--- config.mk ---
export PLATFORM = sky130hd
export DESIGN_NAME = bar_bank
export DESIGN_NICKNAME = d
export VERILOG_FILES = /design/src/rtl/bar_bank_pkg.sv /design/src/rtl/bar_slot.sv /design/src/rtl/bar_rd_port.sv /design/src/rtl/bar_bank.sv
export SDC_FILE = /design/constraint.sdc
export NUM_CORES = 1
export LEC_CHECK = 0
export CAP_MARGIN = 20
export CORE_MARGIN = 2
export CORE_UTILIZATION = 50
export DETAILED_ROUTE_END_ITERATION = 6
export DONT_BUFFER_PORTS = 1
export PLACE_DENSITY = 0.7
export SYNTH_ARGS = -nofsm -noshare
export SYNTH_HDL_FRONTEND = slang
export SYNTH_SLANG_ARGS = --single-unit
export TNS_END_PERCENT = 50
--- constraint.sdc ---
create_clock -name clk_i -period 1.55 [get_ports clk_i]
set_input_delay 0.155 -clock clk_i [delete_from_list [all_inputs] [get_ports clk_i]]
set_output_delay 0.155 -clock clk_i [all_outputs]
set_load 0.02 [all_outputs]
--- src/rtl/bar_bank_pkg.sv ---
package bar_bank_pkg;
  localparam int NUM_BARS = 6;
  localparam int IDX_W    = 3;
  localparam int BAR_W    = 32;
  localparam int BE_W     = BAR_W / 8;
  typedef logic [BAR_W-1:0] bar_word_t;
endpackage

--- src/rtl/bar_slot.sv ---
module bar_slot
  import bar_bank_pkg::*;
#(
  parameter logic [31:0] SIZE     = 32'h0000_1000,
  parameter bit          IS_IO    = 1'b0,
  parameter bit          IO16     = 1'b0,
  parameter logic [2:0]  MEM_ATTR = 3'b000
) (
  input  logic            clk_i,
  input  logic            rst_ni,
  input  logic            wr_i,
  input  bar_word_t       wr_data_i,
  input  logic [BE_W-1:0] wr_be_i,
  output bar_word_t       val_o
);
  localparam logic [31:0] MIN_SIZE  = IS_IO ? 32'd4 : 32'd16;
  localparam logic [31:0] LOW_MASK  = IS_IO ? 32'hFFFF_FFFC : 32'hFFFF_FFF0;
  localparam logic [31:0] HI_MASK   = (IS_IO && IO16) ? 32'h0000_FFFF : 32'hFFFF_FFFF;
  localparam logic [31:0] ADDR_MASK = ~(SIZE - 32'd1) & LOW_MASK & HI_MASK;
  localparam logic [31:0] ENC       = IS_IO ? 32'h0000_0001 : {28'h0, MEM_ATTR, 1'b0};

  // reject illegal window sizes at elaboration
  if (((SIZE & (SIZE - 32'd1)) != 32'd0) || (SIZE < MIN_SIZE)) begin : g_bad_size
    $error("bar_slot: SIZE must be a power of two at or above the minimum");
  end
  if (IS_IO && IO16 && (SIZE > 32'h0001_0000)) begin : g_bad_io16
    $error("bar_slot: 16-bit I/O window larger than 64K");
  end

  bar_word_t addr_q;
  bar_word_t merged;

  for (genvar b = 0; b < BE_W; b++) begin : g_lane
    assign merged[8*b +: 8] = wr_be_i[b] ? wr_data_i[8*b +: 8] : addr_q[8*b +: 8];
  end

  always_ff @(posedge clk_i or negedge rst_ni) begin
    if (!rst_ni)   addr_q <= '0;
    else if (wr_i) addr_q <= merged & ADDR_MASK;
  end

  assign val_o = addr_q | ENC;


  probe_mask_chk: assert property (@(posedge clk_i) disable iff (!rst_ni)
    (wr_i && wr_be_i == '1 && wr_data_i == '1) |=> (val_o == (ADDR_MASK | ENC)));

  enc_hold_chk: assert property (@(posedge clk_i) disable iff (!rst_ni)
    wr_i |=> ((val_o & ~ADDR_MASK) == ENC));

  idle_stable_chk: assert property (@(posedge clk_i) disable iff (!rst_ni)
    !wr_i |=> $stable(val_o));

  lane0_keep_chk: assert property (@(posedge clk_i) disable iff (!rst_ni)
    (wr_i && !wr_be_i[0]) |=> (val_o[7:0] == $past(val_o[7:0])));
endmodule

--- src/rtl/bar_rd_port.sv ---
module bar_rd_port
  import bar_bank_pkg::*;
(
  input  logic                        clk_i,
  input  logic                        rst_ni,
  input  logic                        rd_en_i,
  input  logic [IDX_W-1:0]            idx_i,
  input  bar_word_t [NUM_BARS-1:0]    vals_i,
  output bar_word_t                   rd_data_o,
  output logic                        rd_valid_o
);
  logic      hit;
  bar_word_t sel;

  assign hit = (idx_i < IDX_W'(NUM_BARS));

  always_comb begin
    sel = '0;
    for (int i = 0; i < NUM_BARS; i++)
      if (idx_i == IDX_W'(i)) sel = vals_i[i];
  end

  always_ff @(posedge clk_i or negedge rst_ni) begin
    if (!rst_ni) begin
      rd_data_o  <= '0;
      rd_valid_o <= 1'b0;
    end else begin
      rd_valid_o <= rd_en_i;
      if (rd_en_i) rd_data_o <= hit ? sel : '0;
    end
  end


  rd_valid_chk: assert property (@(posedge clk_i) disable iff (!rst_ni)
    rd_en_i |=> rd_valid_o);

  rd_quiet_chk: assert property (@(posedge clk_i) disable iff (!rst_ni)
    !rd_en_i |=> !rd_valid_o);

  oob_read_chk: assert property (@(posedge clk_i) disable iff (!rst_ni)
    (rd_en_i && !hit) |=> (rd_data_o == '0));
endmodule

--- src/rtl/bar_bank.sv ---
module bar_bank
  import bar_bank_pkg::*;
#(
  parameter logic [NUM_BARS-1:0][31:0] BAR_SIZE = {32'h0001_0000, 32'h0000_0010, 32'h0000_0020,
                                                   32'h0000_0100, 32'h0010_0000, 32'h0000_1000},
  parameter logic [NUM_BARS-1:0]       BAR_IO   = 6'b00_1100,
  parameter logic [NUM_BARS-1:0]       BAR_IO16 = 6'b00_0100,
  parameter logic [NUM_BARS-1:0][2:0]  BAR_ATTR = {3'b010, 3'b000, 3'b000, 3'b000, 3'b100, 3'b000}
) (
  input  logic             clk_i,
  input  logic             rst_ni,
  input  logic [IDX_W-1:0] idx_i,
  input  logic             wr_en_i,
  input  logic [BAR_W-1:0] wr_data_i,
  input  logic [BE_W-1:0]  wr_be_i,
  input  logic             rd_en_i,
  output logic [BAR_W-1:0] rd_data_o,
  output logic             rd_valid_o
);
  bar_word_t [NUM_BARS-1:0] vals;
  logic      [NUM_BARS-1:0] wr_sel;

  for (genvar g = 0; g < NUM_BARS; g++) begin : g_bar
    assign wr_sel[g] = wr_en_i && (idx_i == IDX_W'(g));
    bar_slot #(
      .SIZE     (BAR_SIZE[g]),
      .IS_IO    (BAR_IO[g]),
      .IO16     (BAR_IO16[g]),
      .MEM_ATTR (BAR_ATTR[g])
    ) i_slot (
      .clk_i     (clk_i),
      .rst_ni    (rst_ni),
      .wr_i      (wr_sel[g]),
      .wr_data_i (wr_data_i),
      .wr_be_i   (wr_be_i),
      .val_o     (vals[g])
    );
  end

  bar_rd_port i_rd (
    .clk_i      (clk_i),
    .rst_ni     (rst_ni),
    .rd_en_i    (rd_en_i),
    .idx_i      (idx_i),
    .vals_i     (vals),
    .rd_data_o  (rd_data_o),
    .rd_valid_o (rd_valid_o)
  );


  oob_write_chk: assert property (@(posedge clk_i) disable iff (!rst_ni)
    (wr_en_i && idx_i >= IDX_W'(NUM_BARS)) |=> $stable(vals));

  one_sel_chk: assert property (@(posedge clk_i) disable iff (!rst_ni)
    $onehot0(wr_sel));
endmodule

# ---- After elaboration in Yosys (flattened, before gate mapping)
# Cells that the tools add are included.
dict set report op_classes {
  n_lt_le_gt_ge 1
  n_eq_ne 5
  mux 7
  n_reduce_logical 23
}
# op count
set op_table {}
lappend op_table {{$mux 32} 7}
lappend op_table {{$reduce_and 2->1} 16}
lappend op_table {{$eq 3x2->1 const B} 2}
lappend op_table {{$eq 3x3->1 const B} 2}
lappend op_table {{$logic_and 1x1->1} 6}
lappend op_table {{$eq 3x1->1 const B} 1}
lappend op_table {{$logic_not 3->1} 1}
lappend op_table {{$lt 3x3->1 const B} 1}
dict set report word_totals {
  output_inout_bits 33
  wordCells 54
  ff_bits 144
}

# ---- Depth between registers and ports, before layout
# Gate-level depths: netlist of the first run.
dict set report logic_depth {
  depth_word 8
  mapped_depth 7
  mapped_depth_nobuf 4
}

# ---- By module
# Synthesis of the first run repeated with hierarchy kept, for this count alone.
dict set report unflattened {
  hier_cells 665
  area_unflattened_um2 8306.7
}
# module n_inst seq_area_each_um2 cells_each area_each_um2
set by_module_without_submodules {}
lappend by_module_without_submodules {bar_rd_port 1 825.8 330 3468.3}
lappend by_module_without_submodules {{bar_slot at g_bar[4].i_slot} 1 700.7 65 1072.3}
lappend by_module_without_submodules {{bar_slot at g_bar[3].i_slot} 1 675.6 65 1047.3}
lappend by_module_without_submodules {{bar_slot at g_bar[0].i_slot} 1 500.5 56 835.8}
lappend by_module_without_submodules {{bar_slot at g_bar[5].i_slot} 1 400.4 52 720.7}
lappend by_module_without_submodules {{bar_slot at g_bar[1].i_slot} 1 300.3 48 603.1}
lappend by_module_without_submodules {{bar_slot at g_bar[2].i_slot} 1 200.2 43 484.2}
lappend by_module_without_submodules {bar_bank 1 0.0 6 75.1}

# ---- Least setup slack after synthesis of the first run
# OpenSTA, ideal clock, no wires.
dict set report synth_timing {
  path_type {input -> register}
  from {input idx_i[0]}
  to {register g_bar[5].i_slot.addr_q[16]}
  setup_ns 0.125
  t_arrival_ns 1.177
  required_time_ns 1.425
  path_buffers 2
  path_stages 5
  path_slack_ns 0.249
  path_cell_list {buf_2 > buf_6 > nand2_1 > nor2_4 > mux2_2}
}
dict set report synth_between {
  elab_chain_cells 3
}
# item line
set synth_rtl {}
lappend synth_rtl {{start: declaration} bar_bank.sv:12} ;# input logic [IDX_W-1:0] idx_i,
lappend synth_rtl {{$eq 3x3->1} bar_bank.sv:24} ;# assign wr_sel[g] = wr_en_i && (idx_i == IDX_W'(g));
lappend synth_rtl {{$logic_and 1x1->1} bar_bank.sv:24}
lappend synth_rtl {{$reduce_and 2->1 (no line)} -}
lappend synth_rtl {{end signal: assignment} bar_slot.sv:39} ;# else if (wr_i) addr_q <= merged & ADDR_MASK;
lappend synth_rtl {{end: declaration} bar_slot.sv:30} ;# bar_word_t addr_q;
# Every way passes these cells.
# A chain may end at the register's enable or synchronous reset.

# ---- Worst setup path after layout of the first run
dict set report layout_timing {
  from {input idx_i[1]}
  to {register i_rd.rd_data_o[17]}
}
dict set report layout_between {
  elab_chain_cells 8
  elab_cells_between_ends 14
}
# item line
set layout_rtl {}
lappend layout_rtl {{$logic_not 3->1} bar_rd_port.sv:20} ;# if (idx_i == IDX_W'(i)) sel = vals_i[i];
lappend layout_rtl {{$mux 32 (6 in series)} bar_rd_port.sv:20}
lappend layout_rtl {{$mux 32 *} bar_rd_port.sv:29} ;# if (rd_en_i) rd_data_o <= hit ? sel : '0;
lappend layout_rtl {{end signal: assignment} bar_rd_port.sv:29}
lappend layout_rtl {{end: declaration} bar_rd_port.sv:9} ;# output bar_word_t rd_data_o,
# Every way passes the cells marked *; elsewhere a longest branch is shown, timed or not.

==> results.sh, run 1 <==
export IMPL_status="finished with violations"
export IMPL_violations="hold timing"
export IMPL_synth_area_sq_um=6350
export IMPL_syn_to_final_growth_pct=18.0
export IMPL_peakVddDrop_mv=0.867
export IMPL_power_leakage_nw=3.27
export IMPL_r2r_cells=3
export IMPL_grt_max_degree=144
export IMPL_holdWs_ps=-560
export IMPL_clk_latency_ps=410
export IMPL_tns_ps=0
export IMPL_synthesis_nets=543
export IMPL_ctsResizeCount=0
export IMPL_netlist_instances=500
export IMPL_hold_violations=143
export IMPL_reg2reg_to="i_rd.rd_data_o[11]"
export IMPL_power_density_nw_per_um2=1380
export IMPL_wl_per_cell_microns=19.9
export IMPL_cp_required_ps=1880
export IMPL_place_gp_congestion=0.771
export IMPL_die_width_microns=117
export IMPL_crit_end="i_rd.rd_data_o[17]"
export IMPL_startpoint="idx_i[1]"
export IMPL_synthAdderAreaFrac=0
export IMPL_core_area_sq_um=12500
export IMPL_io_pins=76
export IMPL_drt_wl_total_mm=14.5
export IMPL_synth_warnings=0
export IMPL_fin_skew_ps=4.13
export IMPL_cts_tree="done"
export IMPL_post_cts_buffers=0
export IMPL_drc=0
export IMPL_vias=4140
export IMPL_via_per_inst=5.70
export IMPL_grt_pass1_wl_mm=23.3
export IMPL_start_util=0.507
export IMPL_drive_above_1_share=0.319
export IMPL_worst_pin_slew_ps=611
export IMPL_first_pass_iters=4
export IMPL_synth_compound_area_frac=0.111
export IMPL_fin_util=0.598
export IMPL_antenna_found_initial=0
export IMPL_slew_headroom=0.591
export IMPL_synth_xor_area_frac=0
export IMPL_startpoint_type="input port"
export IMPL_slew_viol_final=0
export IMPL_rows=41
export IMPL_synth_top_family_by_area="multiplexers"
export IMPL_drv_cap=0
export IMPL_htree_levels=4
export IMPL_fin_cells=726
export IMPL_finalCritPeriodShare=0.906
export IMPL_cp_max_fo=15
export IMPL_synth_seq_cells=143
export IMPL_die_h_microns=117
export IMPL_cts_sinks=143
export IMPL_port_buffers=0
export IMPL_grt_pass1_vias=4353
export IMPL_cts_path_max_buffers=2
export IMPL_stdcell_area_sq_um=7490
export IMPL_yosysSeqAreaShare=0.564
export IMPL_drt_initial_drc_count=283
export IMPL_antenna_cells=0
export IMPL_setup_viol=0
export IMPL_worstSetupEndpointType="flip-flop"
export IMPL_period_needed_ps=1400
export IMPL_placed_area_sq_um=6540
export IMPL_root_buffer="clkbuf_16"
export IMPL_synthDistinctLibCells=37
export IMPL_rsz0062_at_grt="false"
export IMPL_gr_total_overflow=0
export IMPL_critPathKind="in -> reg"
export IMPL_dp_cells=661
export IMPL_avgSynthCellArea_sq_um=12.7
export IMPL_cts_clk_slew_worst_paths_ps=60
export IMPL_reg2reg_slack_ps=530
export IMPL_die_area_sq_um=13600
export IMPL_layout_nets=586
export IMPL_hold_class="in -> async"
export IMPL_hpwlAfterDp_mm=8.52
export IMPL_ant_nets=0
export IMPL_worstPathArrival_ps=1740
export IMPL_cts_inserted_buffers=17
export IMPL_yosys_area_share_simple=0.0617
export IMPL_cts_hold_buf=34
export IMPL_fmax_mhz=712
export IMPL_reg2reg_from="g_bar[3].i_slot.addr_q[11]"
export IMPL_gr_usage_all_layers=0.230
export IMPL_muxShareOfSynthArea=0.236
-- cell usage in the layout (no fill, tap or decap), drive strengths merged --
| cell type | instances |
|---|---|
| dfrtp | 143 |
| mux2 | 116 |
| a21oi | 38 |
| nor2 | 34 |
| dlygate4sd3 | 33 |
| o22ai | 26 |
| nand2 | 25 |
| clkbuf | 20 |
| mux2i | 19 |
| buf | 16 |
| o21a | 13 |
| inv | 13 |
| a22o | 12 |
| o21ai | 9 |
| nand3 | 6 |
| clkinv | 6 |
| o211ai | 4 |
| a2bb2oi | 3 |
| a22oi | 3 |
| nand2b | 3 |
| nor2b | 2 |
| bufinv | 2 |
| clkinvlp | 2 |
| and2b | 1 |
| or3 | 1 |
| a31oi | 1 |
| or2 | 1 |
| a21boi | 1 |
| conb | 1 |
-- power by group --
group          leakage [nW]  switching [W]  internal [W]
logic                  1.21       0.000524      0.000845
clock network         0.284        0.00148       0.00247
registers              1.77       0.000497       0.00449
total                  3.27        0.00250       0.00781
-- worst max-delay path, stage by stage --
cell,delay [ps]
dlygate4sd3_1,770
buf_8,260
or3_1,370
a31oi_1,170
-- per-layer routing --
metal,GRT usage,vias up,routed length [microns]
li1,-,1873,-
met1,0.289,2156,6170
met2,0.379,89,7250
met3,0.0695,22,723
met4,0.0792,0,320
met5,0,-,0
-- worst min path at each step --
stage,cells past startpoint,to
4_1_cts,0,g_bar[5].i_slot.addr_q[27]
5_1_grt,0,g_bar[4].i_slot.val_o[10]
3_3_place_gp,0,g_bar[4].i_slot.val_o[4]
6_report,0,i_rd.rd_data_o[4]
2_1_floorplan,0,g_bar[0].i_slot.val_o[12]
3_5_place_dp,0,g_bar[4].i_slot.val_o[4]
-- flip-flops by register name, summed over array words and instances (netlist names) --
register / count
g_bar.i_slot.addr_q: 63
g_bar.i_slot.val_o: 48
i_rd.rd_data_o: 31
i_rd.rd_valid_o: 1
-- synth_stat cells (all sizes together) --
cell type | n | area share
nor2b | 2 | 0.0020
inv | 12 | 0.0071
a31oi | 1 | 0.00099
o22ai | 26 | 0.026
clkbuf | 9 | 0.0053
o21a | 13 | 0.015
o211ai | 4 | 0.0047
or2 | 1 | 0.0014
a21boi | 1 | 0.0030
or3 | 1 | 0.00099
nor2 | 34 | 0.030
nand2b | 3 | 0.0045
a22oi | 3 | 0.0035
buf | 16 | 0.014
o21ai | 9 | 0.0071
a21oi | 38 | 0.030
conb | 1 | 0.00059
a22o | 12 | 0.017
mux2i | 19 | 0.030
dfrtp | 143 | 0.56
clkinv | 1 | 0.00059
nand3 | 6 | 0.0055
and2b | 1 | 0.0012
a2bb2oi | 3 | 0.0041
nand2 | 25 | 0.016
mux2 | 116 | 0.21
-- cells by family (layout without fill, tap and decap cells) --
| group | after synthesis | count (layout) |
|---|---|---|
| compound gates | 110 | 110 |
| mux | 135 | 135 |
| other cells | 1 | 1 |
| buf+inv | 38 | 92 |
| simple gates | 73 | 73 |
| flops | 143 | 143 |
-- layout make-up --
type	count	area, sq um
repair buffers	49	470
clock inverters	10	113
clock buffers	20	467
flip-flops and latches	143	3580
multi-input cells	319	2600
well taps	172	215
inverters	13	48.8
fillers	1012	5030
-- stage by stage --
step                      worst slack [ps]  power [W]
after floorplan                        249    0.00603
after global placement                 154    0.00615
after detailed placement               120    0.00626
after CTS                             22.3     0.0104
after global routing                   145     0.0108
final                                  146     0.0103
Power figures use the tool's default switching activity.
==> inputs of run 2 (changes only) <==
--- a/config.mk
+++ b/config.mk
@@ -7,7 +7,8 @@
 export LEC_CHECK = 0
 export CAP_MARGIN = 20
 export CORE_MARGIN = 2
-export CORE_UTILIZATION = 50
+export CORE_UTILIZATION = 55
+export CTS_CLUSTER_DIAMETER = 40
 export DETAILED_ROUTE_END_ITERATION = 6
 export DONT_BUFFER_PORTS = 1
 export PLACE_DENSITY = 0.7
==> results.sh, run 2 (synthesis results as in run 1) <==
export IMPL_drt_initial_drc_count=243
export IMPL_gr_usage_all_layers=0.243
export IMPL_seqCellArea_sq_um=3580
export IMPL_rsz0062_at_grt="false"
export IMPL_finalCritPeriodShare=0.879
export IMPL_fmax_mhz=734
export IMPL_ant_nets=0
export IMPL_largest_reg_flops=63
export IMPL_drv_cap=0
export IMPL_layout_commonest_cell="dfrtp_1"
export IMPL_period_needed_ps=1360
export IMPL_port_buffers=0
export IMPL_multi_input_area_sq_um=2600
export IMPL_status="finished with violations"
export IMPL_hpwlAfterDp_mm=8.26
export IMPL_slew_viol_final=0
export IMPL_antenna_cells=0
export IMPL_worst_pin_slew_ps=616
export IMPL_grt_pass1_vias=4451
export IMPL_gr_total_overflow=0
export IMPL_stdcell_area_sq_um=7460
export IMPL_cts_path_max_buffers=2
export IMPL_die_area_sq_um=12400
export IMPL_post_cts_buffers=0
export IMPL_drive_above_1_share=0.312
export IMPL_cp_required_ps=1840
export IMPL_fin_cells=695
export IMPL_first_pass_iters=4
export IMPL_ctsResizeCount=0
export IMPL_slew_headroom=0.588
export IMPL_critPathKind="in -> reg"
export IMPL_power_w=0.0104
export IMPL_cts_clk_slew_worst_paths_ps=60
export IMPL_grt_pass1_wl_mm=23.2
export IMPL_cts_tree="done"
export IMPL_io_pins=76
export IMPL_fin_skew_ps=4.30
export IMPL_start_util=0.561
export IMPL_layout_nets=582
export IMPL_grt_max_degree=144
export IMPL_final_cell_mix="dfrtp_1, mux2_2, a21oi_1"
export IMPL_fillers=857
export IMPL_antenna_found_initial=0
export IMPL_place_gp_congestion=0.783
export IMPL_violations="hold timing"
export IMPL_power_density_nw_per_um2=1400
export IMPL_top_register="g_bar.i_slot.addr_q"
export IMPL_tns_ps=0
export IMPL_cts_inserted_buffers=17
export IMPL_hold_violations=143
export IMPL_worstPathArrival_ps=1650
export IMPL_cts_hold_buf=34
export IMPL_worstSetupEndpointType="flip-flop"
export IMPL_placed_area_sq_um=6500
export IMPL_clk_latency_ps=420
export IMPL_rows=39
export IMPL_die_h_microns=111
export IMPL_reg2reg_slack_ps=500
export IMPL_core_area_sq_um=11300
export IMPL_startpoint_type="input port"
export IMPL_cp_max_fo=8
export IMPL_via_per_inst=5.94
export IMPL_holdWs_ps=-566
export IMPL_power_leakage_nw=3.27
export IMPL_drc=0
export IMPL_syn_to_final_growth_pct=17.4
export IMPL_die_width_microns=111
export IMPL_cts_sinks=143
export IMPL_vias=4130
export IMPL_dp_cells=629
export IMPL_htree_levels=4
export IMPL_hold_class="in -> async"
export IMPL_drt_wl_total_mm=14.2
export IMPL_setup_viol=0
export IMPL_peakVddDrop_mv=0.934
export IMPL_fin_util=0.659
export IMPL_wl_per_cell_microns=20.4
export IMPL_root_buffer="clkbuf_16"
-- run 2: cell types whose count changed in the layout (fill, tap and decap cells not counted), sizes merged --
cell,before,now
dlygate4sd3,33,32
inv,13,12
buf,16,13
clkinvlp,2,0
clkinv,6,4
clkbuf,20,27
-- run 2: metrics by stage --
| step | hold WS [ps] | setup WS (ps) |
|---|---|---|
| floorplan | -141 | 249 |
| global placement | -135 | 103 |
| detailed placement | -135 | 96.4 |
| CTS | -580 | 205 |
| global route | -589 | 159 |
| finish | -566 | 187 |
-- run 2: power breakdown --
group          total (W)  switching [W]  leakage [nW]  internal, W
clock network    0.00406        0.00144         0.297      0.00262
registers        0.00498       0.000492          1.77      0.00449
logic            0.00136       0.000517          1.20     0.000843
total             0.0104        0.00245          3.27      0.00795
-- run 2: worst paths after layout --
path                                         endpoint                       start  cells past startpoint
hold reg to reg            g_bar[5].i_slot.addr_q[20]  g_bar[5].i_slot.addr_q[20]                      1
setup reg to reg                   i_rd.rd_data_o[10]  g_bar[3].i_slot.addr_q[10]                      3
setup / recovery                    i_rd.rd_data_o[7]                    idx_i[1]                      7
min in group clk_i                  i_rd.rd_data_o[3]                    idx_i[0]                      2
hold / removal                      i_rd.rd_data_o[6]                      rst_ni                      0
max in group asynchronous   g_bar[4].i_slot.val_o[20]                      rst_ni                      0
-- run 2: final cells by class --
class                           count  area share
Clock inverter                      5      0.0101
Timing Repair Buffer               45      0.0611
Sequential cell                   143       0.480
Multi-Input combinational cell    319       0.348
Inverter                           13     0.00654
Tap cell                          143      0.0240
Clock buffer                       27      0.0701
-- run 2: metal layers --
metal	share of wire	vias to the layer above	track usage
met5	0	-	0
met4	0.021	0	0.0947
met3	0.052	28	0.0789
met2	0.50	84	0.403
met1	0.43	2141	0.299
li1	-	1877	-
-- run 2: worst max-delay path, cell delays in order --
cell and delay [ps]:
dlygate4sd3_1 620, inv_1 160, buf_4 200, nor2_1 60, buf_4 160, a22oi_1 200, a21oi_1 90
==> inputs of run 3 (changes only) <==
--- a/config.mk
+++ b/config.mk
@@ -7,11 +7,10 @@
 export LEC_CHECK = 0
 export CAP_MARGIN = 20
 export CORE_MARGIN = 2
-export CORE_UTILIZATION = 55
+export CORE_UTILIZATION = 50
 export CTS_CLUSTER_DIAMETER = 40
 export DETAILED_ROUTE_END_ITERATION = 6
 export DONT_BUFFER_PORTS = 1
-export PLACE_DENSITY = 0.7
 export SYNTH_ARGS = -nofsm -noshare
 export SYNTH_HDL_FRONTEND = slang
 export SYNTH_SLANG_ARGS = --single-unit
==> results.sh, run 3 (synthesis results as in run 1) <==
export IMPL_rsz0062_at_grt="false"
export IMPL_finalCritPeriodShare=0.703
export IMPL_drc=0
export IMPL_gr_usage_all_layers=0.225
export IMPL_fmax_mhz=918
export IMPL_top_register="g_bar.i_slot.addr_q"
export IMPL_hpwlAfterDp_mm=8.54
export IMPL_drive_above_1_share=0.306
export IMPL_finalWorstSetupSlack_ps=461
export IMPL_slew_headroom=0.559
export IMPL_slew_viol_final=0
export IMPL_grt_pass1_vias=4215
export IMPL_core_area_sq_um=12500
export IMPL_path_cells="dlygate4sd3_1, nand2_1, a21oi_1"
export IMPL_holdWs_ps=-569
export IMPL_critPathSlowestCell="dlygate4sd3_1"
export IMPL_die_area_sq_um=13600
export IMPL_period_needed_ps=1090
export IMPL_hold_class="in -> async"
export IMPL_drt_wl_total_mm=14.3
export IMPL_seqCellArea_sq_um=3580
export IMPL_htree_levels=4
export IMPL_fin_skew_ps=6.12
export IMPL_worstPathArrival_ps=1430
export IMPL_start_util=0.507
export IMPL_io_pins=76
export IMPL_cts_hold_buf=35
export IMPL_cts_tree="done"
export IMPL_antenna_cells=0
export IMPL_stdcell_area_sq_um=7390
export IMPL_final_cell_mix="dfrtp_1, mux2_2, a21oi_1"
export IMPL_largest_reg_flops=63
export IMPL_place_gp_congestion=0.765
export IMPL_layout_commonest_cell="dfrtp_1"
export IMPL_antenna_found_initial=0
export IMPL_cts_path_max_buffers=2
export IMPL_fillers=1096
export IMPL_drv_cap=0
export IMPL_drt_initial_drc_count=141
export IMPL_die_h_microns=117
export IMPL_syn_to_final_growth_pct=16.4
export IMPL_critical_path_top_delay_family="buffers and inverters"
export IMPL_cp_required_ps=1890
export IMPL_cpPeakStageDelay_ps=960
export IMPL_die_width_microns=117
export IMPL_power_w=0.00979
export IMPL_via_per_inst=5.70
export IMPL_rows=41
export IMPL_gr_total_overflow=0
export IMPL_cts_inserted_buffers=17
export IMPL_placed_area_sq_um=6540
export IMPL_wl_per_cell_microns=19.9
export IMPL_startpoint_type="input port"
export IMPL_hold_violations=143
export IMPL_dp_cells=660
export IMPL_port_buffers=0
export IMPL_fin_cells=721
export IMPL_setup_viol=0
export IMPL_vias=4111
export IMPL_cts_clk_slew_worst_paths_ps=50
export IMPL_power_density_nw_per_um2=1320
export IMPL_tns_ps=0
export IMPL_grt_max_degree=144
export IMPL_layout_nets=585
export IMPL_power_leakage_nw=3.22
export IMPL_multi_input_area_sq_um=2600
export IMPL_dp_worst_setup_slack_ps=58.9
export IMPL_peakVddDrop_mv=0.781
export IMPL_root_buffer="clkbuf_16"
export IMPL_path_buf_inv=1
export IMPL_grt_pass1_wl_mm=22.7
export IMPL_status="finished with violations"
export IMPL_cp_max_fo=31
export IMPL_violations="hold timing"
export IMPL_ant_nets=0
export IMPL_worstSetupEndpointType="flip-flop"
export IMPL_critPathKind="in -> reg"
export IMPL_clk_latency_ps=420
export IMPL_worst_pin_slew_ps=660
export IMPL_first_pass_iters=5
export IMPL_cts_sinks=143
[run 3: layer usage]
layer,global-route usage,vias to the layer above,wire length (microns)
li1,-,1884,-
met1,0.288,2126,6250
met2,0.368,80,7160
met3,0.0607,21,668
met4,0.0863,0,261
met5,0,-,0
[run 3: final timing paths]
| kind | start | endpoint | slack, ps | cells past startpoint |
|---|---|---|---|---|
| setup reg to reg | g_bar[3].i_slot.addr_q[8] | i_rd.rd_data_o[8] | 550 | 3 |
| min in group clk_i | wr_be_i[0] | g_bar[3].i_slot.addr_q[7] | 40 | 2 |
| max in group asynchronous | rst_ni | g_bar[4].i_slot.val_o[8] | 1910 | 0 |
| hold / removal | rst_ni | g_bar[4].i_slot.val_o[7] | -570 | 0 |
| hold reg to reg | g_bar[5].i_slot.addr_q[20] | g_bar[5].i_slot.addr_q[20] | 490 | 1 |
| setup / recovery | idx_i[0] | i_rd.rd_data_o[25] | 460 | 3 |
[run 3: where the power goes]
group	internal [W]	leakage [nW]	switching, W
logic	0.000844	1.21	0.000507
clock network	0.00206	0.240	0.00139
registers	0.00449	1.77	0.000489
total	0.00740	3.22	0.00239
[run 3: area by class of cell]
class / instances / share of cell area
Sequential cell: 143 / 0.484
Multi-Input combinational cell: 319 / 0.351
Clock buffer: 23 / 0.0633
Timing Repair Buffer: 48 / 0.0633
Tap cell: 172 / 0.0291
Inverter: 13 / 0.00660
Clock inverter: 3 / 0.00203
[run 3: worst reg2reg max path, stage by stage (launching register included)]
cell and delay [ps]:
dfrtp_1 370, mux2_2 260, a21oi_1 150, o22ai_1 100
[run 3: through the flow]
step,hold WS (ps),utilization
floorplan,-141,-
global placement,-135,0.522
detailed placement,-135,0.522
CTS,-585,0.590
global route,-584,0.590
finish,-569,0.590
[run 3: timing repair]
action,in CTS,in global routing
buffers inserted,0,0
hold endpoints to repair,286,143
resized for setup,0,0
